===== config.mk =====
export PLATFORM = sky130hd
export DESIGN_NAME = sha1_iter_core
export DESIGN_NICKNAME = d
export VERILOG_FILES = /design/src/rtl/sha1_core_pkg.sv /design/src/rtl/sha1_msg_window.sv /design/src/rtl/sha1_round_fn.sv /design/src/rtl/sha1_chain_regs.sv /design/src/rtl/sha1_iter_core.sv
export SDC_FILE = /design/constraint.sdc
export NUM_CORES = 2
export LEC_CHECK = 0
export BUFFER_PORTS_ARGS = -buffer_cell sky130_fd_sc_hd__buf_2
export CORE_MARGIN = 5
export CORE_UTILIZATION = 34
export CTS_CLUSTER_SIZE = 30
export DETAILED_ROUTE_END_ITERATION = 16
export GPL_TIMING_DRIVEN = 0
export MAX_ROUTING_LAYER = met4
export PLACE_DENSITY = 0.52
export SLEW_MARGIN = 0
export SYNTH_ARGS = -nofsm -noshare
export SYNTH_HDL_FRONTEND = slang
export SYNTH_SLANG_ARGS = --single-unit

===== constraint.sdc =====
create_clock -name clk -period 5 [get_ports clk]
set_clock_uncertainty 0.05 [all_clocks]
set_input_delay 1.25 -clock clk [delete_from_list [all_inputs] [get_ports clk]]
set_output_delay 1.25 -clock clk [all_outputs]
set_load 0.01 [all_outputs]

===== src/rtl/sha1_core_pkg.sv =====
package sha1_core_pkg;

    localparam int WORD_W  = 32;
    localparam int N_WORDS = 5;
    localparam int ROUNDS  = 80;
    localparam int BLK_W   = 16 * WORD_W;

    typedef logic [WORD_W-1:0] word_t;

    typedef struct packed {
        word_t a;
        word_t b;
        word_t c;
        word_t d;
        word_t e;
    } state5_t;

    typedef enum logic [1:0] {
        ST_IDLE  = 2'd0,
        ST_ROUND = 2'd1,
        ST_FOLD  = 2'd2
    } phase_e;

    localparam state5_t IV = '{
        a: 32'h67452301,
        b: 32'hEFCDAB89,
        c: 32'h98BADCFE,
        d: 32'h10325476,
        e: 32'hC3D2E1F0
    };

    localparam word_t K_GRP0 = 32'h5A827999;
    localparam word_t K_GRP1 = 32'h6ED9EBA1;
    localparam word_t K_GRP2 = 32'h8F1BBCDC;
    localparam word_t K_GRP3 = 32'hCA62C1D6;

    function automatic word_t rotl(input word_t x, input int n);
        return (x << n) | (x >> (WORD_W - n));
    endfunction

endpackage


===== src/rtl/sha1_msg_window.sv =====
module sha1_msg_window
    import sha1_core_pkg::*;
#(
    parameter int NW = 16
) (
    input  logic                 clk,
    input  logic                 rst_n,
    input  logic                 load,
    input  logic                 shift,
    input  logic [NW*WORD_W-1:0] blk_i,
    output word_t                w_o
);
    localparam int TAP3  = NW - 3;
    localparam int TAP8  = NW - 8;
    localparam int TAP14 = NW - 14;

    word_t win [NW];
    word_t fresh;

    always_comb begin
        fresh = rotl(win[TAP3] ^ win[TAP8] ^ win[TAP14] ^ win[0], 1);
    end

    assign w_o = win[0];

    for (genvar i = 0; i < NW; i++) begin : g_slot
        always_ff @(posedge clk or negedge rst_n) begin
            if (!rst_n) begin
                win[i] <= '0;
            end else if (load) begin
                win[i] <= blk_i[(NW-1-i)*WORD_W +: WORD_W];
            end else if (shift) begin
                if (i == NW - 1) begin
                    win[i] <= fresh;
                end else begin
                    win[i] <= win[i+1];
                end
            end
        end
    end

endmodule


===== src/rtl/sha1_round_fn.sv =====
module sha1_round_fn
    import sha1_core_pkg::*;
#(
    parameter int NR    = ROUNDS,
    parameter int CNT_W = $clog2(NR)
) (
    input  state5_t          cur_i,
    input  word_t            w_i,
    input  logic [CNT_W-1:0] rnd_i,
    output state5_t          nxt_o
);
    localparam int GRP = NR / 4;

    word_t f;
    word_t k;
    word_t t;

    always_comb begin
        if (rnd_i < CNT_W'(GRP)) begin
            f = (cur_i.b & cur_i.c) | (~cur_i.b & cur_i.d);
            k = K_GRP0;
        end else if (rnd_i < CNT_W'(2 * GRP)) begin
            f = cur_i.b ^ cur_i.c ^ cur_i.d;
            k = K_GRP1;
        end else if (rnd_i < CNT_W'(3 * GRP)) begin
            f = (cur_i.b & cur_i.c) | (cur_i.b & cur_i.d) | (cur_i.c & cur_i.d);
            k = K_GRP2;
        end else begin
            f = cur_i.b ^ cur_i.c ^ cur_i.d;
            k = K_GRP3;
        end
        t = rotl(cur_i.a, 5) + f + cur_i.e + k + w_i;
        nxt_o.a = t;
        nxt_o.b = cur_i.a;
        nxt_o.c = rotl(cur_i.b, 30);
        nxt_o.d = cur_i.c;
        nxt_o.e = cur_i.d;
    end

endmodule


===== src/rtl/sha1_chain_regs.sv =====
module sha1_chain_regs
    import sha1_core_pkg::*;
(
    input  logic    clk,
    input  logic    rst_n,
    input  logic    load_iv,
    input  logic    fold,
    input  state5_t work_i,
    output state5_t h_o
);
    logic [N_WORDS*WORD_W-1:0] h_q;
    logic [N_WORDS*WORD_W-1:0] w_flat;
    logic [N_WORDS*WORD_W-1:0] iv_flat;

    assign w_flat  = work_i;
    assign iv_flat = IV;

    for (genvar i = 0; i < N_WORDS; i++) begin : g_word
        always_ff @(posedge clk or negedge rst_n) begin
            if (!rst_n) begin
                h_q[i*WORD_W +: WORD_W] <= iv_flat[i*WORD_W +: WORD_W];
            end else if (load_iv) begin
                h_q[i*WORD_W +: WORD_W] <= iv_flat[i*WORD_W +: WORD_W];
            end else if (fold) begin
                h_q[i*WORD_W +: WORD_W] <= h_q[i*WORD_W +: WORD_W]
                                         + w_flat[i*WORD_W +: WORD_W];
            end
        end
    end

    assign h_o = h_q;

endmodule


===== src/rtl/sha1_iter_core.sv =====
module sha1_iter_core
    import sha1_core_pkg::*;
#(
    parameter int NR = ROUNDS
) (
    input  logic         clk,
    input  logic         rst_n,
    input  logic         cmd_new_i,
    input  logic         cmd_cont_i,
    input  logic [511:0] blk_i,
    output logic         rdy_o,
    output logic         dvalid_o,
    output logic [159:0] digest_o
);
    localparam int CNT_W = $clog2(NR);
    localparam logic [CNT_W-1:0] LAST = CNT_W'(NR - 1);

    phase_e           state_q;
    phase_e           state_n;
    logic [CNT_W-1:0] rnd_q;
    state5_t          work_q;
    state5_t          work_nxt;
    state5_t          h_cur;
    word_t            w_cur;
    logic             accept;
    logic             load_iv;
    logic             in_round;
    logic             in_fold;
    logic             valid_q;

    // state register
    always_ff @(posedge clk or negedge rst_n) begin
        if (!rst_n) begin
            state_q <= ST_IDLE;
        end else begin
            state_q <= state_n;
        end
    end

    // next state and control outputs
    always_comb begin
        state_n  = state_q;
        accept   = 1'b0;
        load_iv  = 1'b0;
        in_round = 1'b0;
        in_fold  = 1'b0;
        rdy_o    = 1'b0;
        unique case (state_q)
            ST_IDLE: begin
                rdy_o = 1'b1;
                if (cmd_new_i || cmd_cont_i) begin
                    accept  = 1'b1;
                    load_iv = cmd_new_i;
                    state_n = ST_ROUND;
                end
            end
            ST_ROUND: begin
                in_round = 1'b1;
                if (rnd_q == LAST) begin
                    state_n = ST_FOLD;
                end
            end
            ST_FOLD: begin
                in_fold = 1'b1;
                state_n = ST_IDLE;
            end
            default: begin
                state_n = ST_IDLE;
            end
        endcase
    end

    sha1_msg_window #(.NW(16)) u_window (
        .clk   (clk),
        .rst_n (rst_n),
        .load  (accept),
        .shift (in_round),
        .blk_i (blk_i),
        .w_o   (w_cur)
    );

    sha1_round_fn #(.NR(NR), .CNT_W(CNT_W)) u_round (
        .cur_i (work_q),
        .w_i   (w_cur),
        .rnd_i (rnd_q),
        .nxt_o (work_nxt)
    );

    sha1_chain_regs u_chain (
        .clk     (clk),
        .rst_n   (rst_n),
        .load_iv (load_iv),
        .fold    (in_fold),
        .work_i  (work_q),
        .h_o     (h_cur)
    );

    // working state, round counter, completion flag
    always_ff @(posedge clk or negedge rst_n) begin
        if (!rst_n) begin
            work_q  <= '0;
            rnd_q   <= '0;
            valid_q <= 1'b0;
        end else begin
            if (accept) begin
                work_q  <= load_iv ? IV : h_cur;
                rnd_q   <= '0;
                valid_q <= 1'b0;
            end else if (in_round) begin
                work_q <= work_nxt;
                rnd_q  <= rnd_q + 1'b1;
            end else if (in_fold) begin
                valid_q <= 1'b1;
            end
        end
    end

    assign dvalid_o = valid_q;
    assign digest_o = h_cur;

endmodule


# == Yosys cells after proc, flatten, opt, wreduce, memory -nomap -nowiden ==
# Index checks and enable logic that the tools add are counted.
# word_totals
out_inout_bits,162
elab_cells,137
register_bits,842
inputBits,516
# classes
add_sub_neg,10
n_eq_ne,6
bitwise_logic,16
muxes,66
n_lt_le_gt_ge,3
n_reduce_logical,7
# ops
op,count
$mux 32,47
$mux 160,3
$add 32x32->32,9
$xor 32x32->32,5
$and 32x32->32,4
$or 32x32->32,3
$not 32->32,1
$or 32x1->32,1
$or 32x30->32,1
$or 32x5->32,1
$mux 31,1
$lt 7x6->1 const B,2
$mux 7,2
$mux 1,10
$add 7x1->7 const B,1
$eq 7x7->1 const B,1
$lt 7x5->1 const B,1
$ne 2x2->1 const B,3
$reduce_bool 2->1,3
$mux 2,2
$pmux 2 s2,1
$reduce_and 2->1,2
$eq 2x1->1 const B,1
$eq 2x2->1 const B,1
other kinds (2),2

# == Depth between registers and ports, before layout ==
# depth
depth_word,12
ltp_mapped,24
mapped_depth_nobuf,21

# == Modules after synthesis ==
# From an unflattened synthesis, not the netlist that was laid out.
# unflattened
hier_cells,5771
hier_area_um2,54845.1
# modules_own_cells
mod,n_inst,seq_area_each_um2,cells_per_inst,area_per_inst_um2
sha1_msg_window,1,12812.3,2351,25099.1
sha1_chain_regs,1,4103.9,1706,14581.5
sha1_iter_core,1,4254.1,940,8572.0
sha1_round_fn,1,0.0,774,6592.6

# == Worst setup path before layout ==
# OpenSTA, ideal clock, no wires.
# synth_path
path_type,flip-flop to flip-flop
startpoint,register rnd_q[4]
endpoint,register work_q[156] (netlist name)
setup_time_ps,131
path_buffers,3
path_stages_with_launch,22
synth_period_minus_slack_ps,4892
required_time_ps,4819
arrival_time_ps,4710
setup_slack_ps,108
cell_sequence,dfrtp_1 > clkbuf_1 > and3_1 > or3_1 > clkbuf_1 > nand2_1 > inv_2 > clkbuf_1 > a221oi_1 > fa_1 > inv_1 > ha_1 > a21o_1 > a21oi_1 > nor2b_1 > o2111ai_1 > a31o_2 > o21ai_1 > a311o_1 > a221oi_1 > xor2_1 > o21ai_1
# synth_via
elab_chain_cells,10
elab_cells_between_ends,15
classes_between,add/sub (4); order compare (3); mux (8)
# synth_lines
element,line,text
start: declaration,sha1_iter_core.sv:20,logic [CNT_W-1:0] rnd_q;
start signal: assignment,sha1_iter_core.sv:111,rnd_q <= rnd_q + 1'b1;
$lt 7x6->1,sha1_round_fn.sv:25,end else if (rnd_i < CNT_W'(3 * GRP)) begin
$mux 32,sha1_round_fn.sv:25,
$mux 32,sha1_round_fn.sv:22,end else if (rnd_i < CNT_W'(2 * GRP)) begin
$mux 32,sha1_round_fn.sv:19,if (rnd_i < CNT_W'(GRP)) begin
$add 32x32->32 (2 in a row),sha1_round_fn.sv:32,"t = rotl(cur_i.a, 5) + f + cur_i.e + k + w_i;"
$add 32x32->32 (*) (2 in a row),sha1_round_fn.sv:32,
$mux 160 (*),sha1_iter_core.sv:109,end else if (in_round) begin
$mux 160 (*),sha1_iter_core.sv:105,if (accept) begin
end signal: assignment,sha1_iter_core.sv:106,work_q <= load_iv ? IV : h_cur;
end signal: assignment,sha1_iter_core.sv:110,work_q <= work_nxt;
end: declaration,sha1_iter_core.sv:21,state5_t work_q;
# Mark *: on every way between the ends. The rest lies on a longest branch, timed or not. The select of a mux whose other input is x is not followed.
# A chain may end at the register's enable or synchronous reset.

# == Worst setup path after layout ==
# layout_path
startpoint,register rnd_q[3]
endpoint,register work_q[156] (netlist name)
# The elaborated chain is that of the path after synthesis.

==> summary.txt <==
Synth
  • Area share of xor/xnor cells in the synthesized design: ~4.4%
  • Ys async rst share: between 90% and 100%
  • Yosys synthesis warning count: 0
  • Cells after Synth: between 5000 and 6000
  • Seq/Total Area, Yosys: 42.8%
  • Post-synthesis average cell area: ~8.7 sq um
  • Synthesized-area fraction occupied by adder cells: about 9.8%
  • Largest family of logic cells by synthesized area: compound AO/OA/AOI/OAI gates
  • Synth cell types: 90
  • Ys flop type: dfrtp_1
  • Post-synth EDFFs: 0
  • Synthesized cell area: between 40000 and 50000 sq um
  • Synth Register Bits: roughly 840
  • Synth Area in Compound Gates: roughly a fifth
  • Multiplexer area fraction after synthesis: less than 1%
  • Simple-gate share of the synthesized area: between 15 and 20%
  • Syn Nets: about 6500

Global routing
  • All-Layer GR Usage: 34.5%
  • Initial antenna violation count: 75
  • Vias in the first global route: between 40000 and 50000
  • Grt ovf: 0
  • Largest net degree at the start of global routing: roughly 120
  • First-pass GRT wire length: 363000 um

Timing
  • Final setup viols: 0
  • Slew at the pin with the worst max-slew slack: approximately 1.5 ns
  • Pins over their slew limit: 0
  • Final Hold Vio Count: 0
  • Min Hold Slack: 0.426 ns
  • Final worst path period need: 4.96 ns
  • Max Clk Rate: 0.202 GHz
  • Rel. slew slack: around 1.2%
  • Unrepaired setup endpoints after global routing: true
  • Crit share post-route: between 90% and 100%

Routing
  • Drt total wl: ~260000 um
  • # DRC: 0
  • Via count: roughly 49000
  • Max layer used: met4
  • M1 WL: 103000 um
  • Routed length on met2: approximately 120000 um
  • WL/cell: 30.9 um
  • Number of routed nets with antenna violations: 0
  • DRT iter0 DRCs: slightly above 5000
  • DRT Pass-1 Iters: 6
  • Routed wl met3: 22400 um
  • Vias per inst: around 5.7

Pwr
  • Reg power frac: about 24%
  • Clock power frac: between 10% and 20%
  • Int Pwr: ~30 mW
  • PwrDens: slightly below 1000 nW/um^2
  • Worst VDD drop: between 1 and 1.5 mV
  • Lkg Pwr: roughly 28 nW
  • Combinational share of power: between 60% and 70%
  • Net Sw Frac: about half
  • Switching power: between 20 and 30 mW

Finish
  • Area grow syn2layout: 21.1%
  • Final instance area: 59900 sq um
  • Nets@finish: 7339
  • Fin util: 41.2%
  • Fin cells: ~8600
  • Fraction of layout cells with a size suffix above 1: between 10% and 20%

Floorplanning
  • Die width: just under 400 um
  • Initial Util: 34.1%
  • I/O pin count: roughly 680
  • DIE HEIGHT: 391 um
  • Core area: about 150000 sq um
  • DIE AREA: approximately 150000 sq um
  • Num rows: 140

Clock network
  • TritonCTS clock tree: done
  • H-tree levels: 3
  • Hold Buf Count CTS: 0
  • Clock transition at path regs: around 0.070 ns
  • Worst skew pair latency: 0.78 ns
  • Cts bufs inserted: 101
  • Clock sink count: roughly 840
  • CTS Root Cell: clkbuf_16
  • Max Root-Sink Buffers: 3

Worst setup path
  • Reg2Reg Depth: 19
  • CP most frequent cell: a21o_1
  • CP max-delay cell: fa_1
  • Crit Path Max Fanout: 6
  • Worst path cell trace: and3_4, or3_4, nand2_8, inv_8, buf_12, a221oi_4, fa_1, inv_2, ha_4, a21o_1, a21o_1, a21o_1, a21o_1, a21oi_2, o21ai_4, a311o_2, a221oi_2, xor2_1, o21ai_1
  • Crit path required time: about 5.5 ns
  • Crit path kind: reg2reg
  • CP Capture Type: register
  • Buf/Inv on CP: 3
  • Top delay family on crit path: compound AO/OA/AOI/OAI gates
  • Arr. time, crit path: 5.48 ns
  • Delay of the slowest critical-path stage: just under 0.5 ns
  • Worst path depth: 19
  • Critical Path Start Type: register

Placed design
  • Post-DP HPWL: between 200000 and 250000 um
  • Port Buffers: slightly below 700
  • Dpl cells: around 8300
  • Routability congestion estimate: 1.03
  • Post-DP Area: approximately 55000 sq um

Flow run
  • Max-cap check violation count: 0

Status
  • Outcome: completed

Min path
  • Worst Hold Class: in2async
[repair_timing]
action                                  CTS  global route
endpoints found under the setup margin   30            15
buffers inserted                         10            23
gates cloned                              0             1
resized for setup                        72            50
endpoints found under the hold margin     0             0
pin swaps                                14            32
[path summary, 6_finish.rpt]
check / start / to / slack, ns
max: rnd_q[3]$_DFFE_PN0P_ / work_q[156]$_DFFE_PN0P_ / 0.04
min: rst_n / u_chain.h_o[82]$_DFFE_PN0P_ / 0.43
max reg2reg: rnd_q[3]$_DFFE_PN0P_ / work_q[156]$_DFFE_PN0P_ / 0.04
min reg2reg: u_window.win[209]$_DFFE_PN0P_ / u_window.win[209]$_DFFE_PN0P_ / 0.43
max in group asynchronous: rst_n / u_window.win[230]$_DFFE_PN0P_ / 2.61
min in group clk: u_window.win[209]$_DFFE_PN0P_ / u_window.win[209]$_DFFE_PN0P_ / 0.43
[kinds of logic (layout without fill, tap and decap cells)]
group	count (synthesis)	after routing
and+or+nand+nor	2061	2061
AOI/OAI and AO/OA	1543	1543
DFF	842	842
buffers and inverters	638	1536
adders and majority gates	319	319
xor gates and xnor gates	250	250
muxes	37	37
other	0	67
[layer usage]
layer  GRT usage, %  vias to the layer above
met5              -                        -
met4           17.1                        0
met3           8.15                      598
met2           54.5                     2292
met1           41.4                    24300
li1               -                    21500
[metrics by stage]
step                total power, mW  worst slack [ns]  TNS (ns)
global placement               47.1            -16.97         -
global route                   62.5           -0.0470   -0.0648
finish                         58.6            0.0390         0
detailed placement             47.4             -1.87    -49.60
floorplan                      36.6             0.108         0
CTS                            56.5           -0.0256   -0.0436
[cells in the mapped netlist, types with 4 or more instances]
library cell,n,area (sq um)
nand2b_1,36,225
xnor2_1,190,1660
a31oi_1,279,1750
clkbuf_1,320,1200
a31o_2,6,52.6
o221ai_1,12,105
nor2b_1,15,93.8
dfstp_2,80,2100
buf_1,36,135
ha_1,202,2530
and3_1,20,125
a21o_1,83,623
inv_1,278,1040
dfrtp_1,762,19100
o22ai_1,10,62.6
o21bai_1,24,180
a21oi_1,314,1570
mux2i_1,36,360
a221oi_1,20,175
nand4_1,14,87.6
a32oi_1,12,105
a211o_1,6,52.6
xor2_1,60,526
o2111ai_1,5,43.8
fa_1,117,2340
nand3_1,129,646
and2_1,12,75.1
nand2_1,1291,4850
or3_1,18,113
nor2_1,348,1310
nor4_1,6,37.5
o21ai_1,91,455
a221o_1,8,80.1
nor3_1,143,716
o21ai_0,197,986
a22oi_1,328,2460
a21boi_1,11,82.6
o31a_1,6,52.6
o211ai_1,14,105
o31ai_1,23,173
a211oi_1,23,173
o21a_1,29,218
nor3b_1,4,30.0
[cell usage in the layout (no fill, tap or decap), types with 67 or more instances in the layout]
cell / instances
clkbuf_1: 334
dfstp_2: 80
a31oi_1: 279
fa_1: 116
xnor2_1: 189
nand2_1: 1290
dfrtp_1: 757
clkbuf_16: 102
nand3_1: 129
diode_2: 67
nor2_1: 346
buf_2: 677
a21o_1: 83
a21oi_1: 305
o21ai_0: 195
nor3_1: 141
inv_1: 276
a22oi_1: 327
o21ai_1: 85
ha_1: 199
[state kept, by name, indices dropped and copies added, names as in the netlist]
name          flops
rnd_q             7
state_q           2
work_q          160
u_chain.h_o     160
dvalid_o          1
u_window.win    480
u_window.w_o     32
[area by class of cell]
cell class / count / area [sq um]
diodes: 67 / 168
plain buffers: 351 / 1400
clock buffers: 152 / 2920
clock inverters: 35 / 499
fillers: 15000 / 85300
inverters: 280 / 1060
multi-input cells: 4210 / 26400
flip-flops and latches: 842 / 21200
well taps: 1917 / 2400
repair buffers: 718 / 3890
[worst reg2reg max path, delay by kind of cell, from the launching register on]
| family | cells | cell delay (ns) |
|---|---|---|
| fa+ha+maj | 2 | 0.71 |
| buf+inv | 3 | 0.28 |
| compound gates | 10 | 2.28 |
| simple gates | 3 | 0.81 |
| xor+xnor | 1 | 0.20 |
| flops | 1 | 0.45 |
[power by group through the flow]
| stage | registers [mW] | logic, mW | clock network (mW) |
|---|---|---|---|
| after floorplan | 11.8 | 24.8 | 0 |
| after global placement | 14.2 | 33.0 | 0 |
| after detailed placement | 14.1 | 33.3 | 0 |
| after CTS | 14.1 | 34.6 | 7.78 |
| after global routing | 14.3 | 40.1 | 8.07 |
| final | 14.3 | 36.6 | 7.72 |
Note: power is estimated with default switching activity, not from simulation.
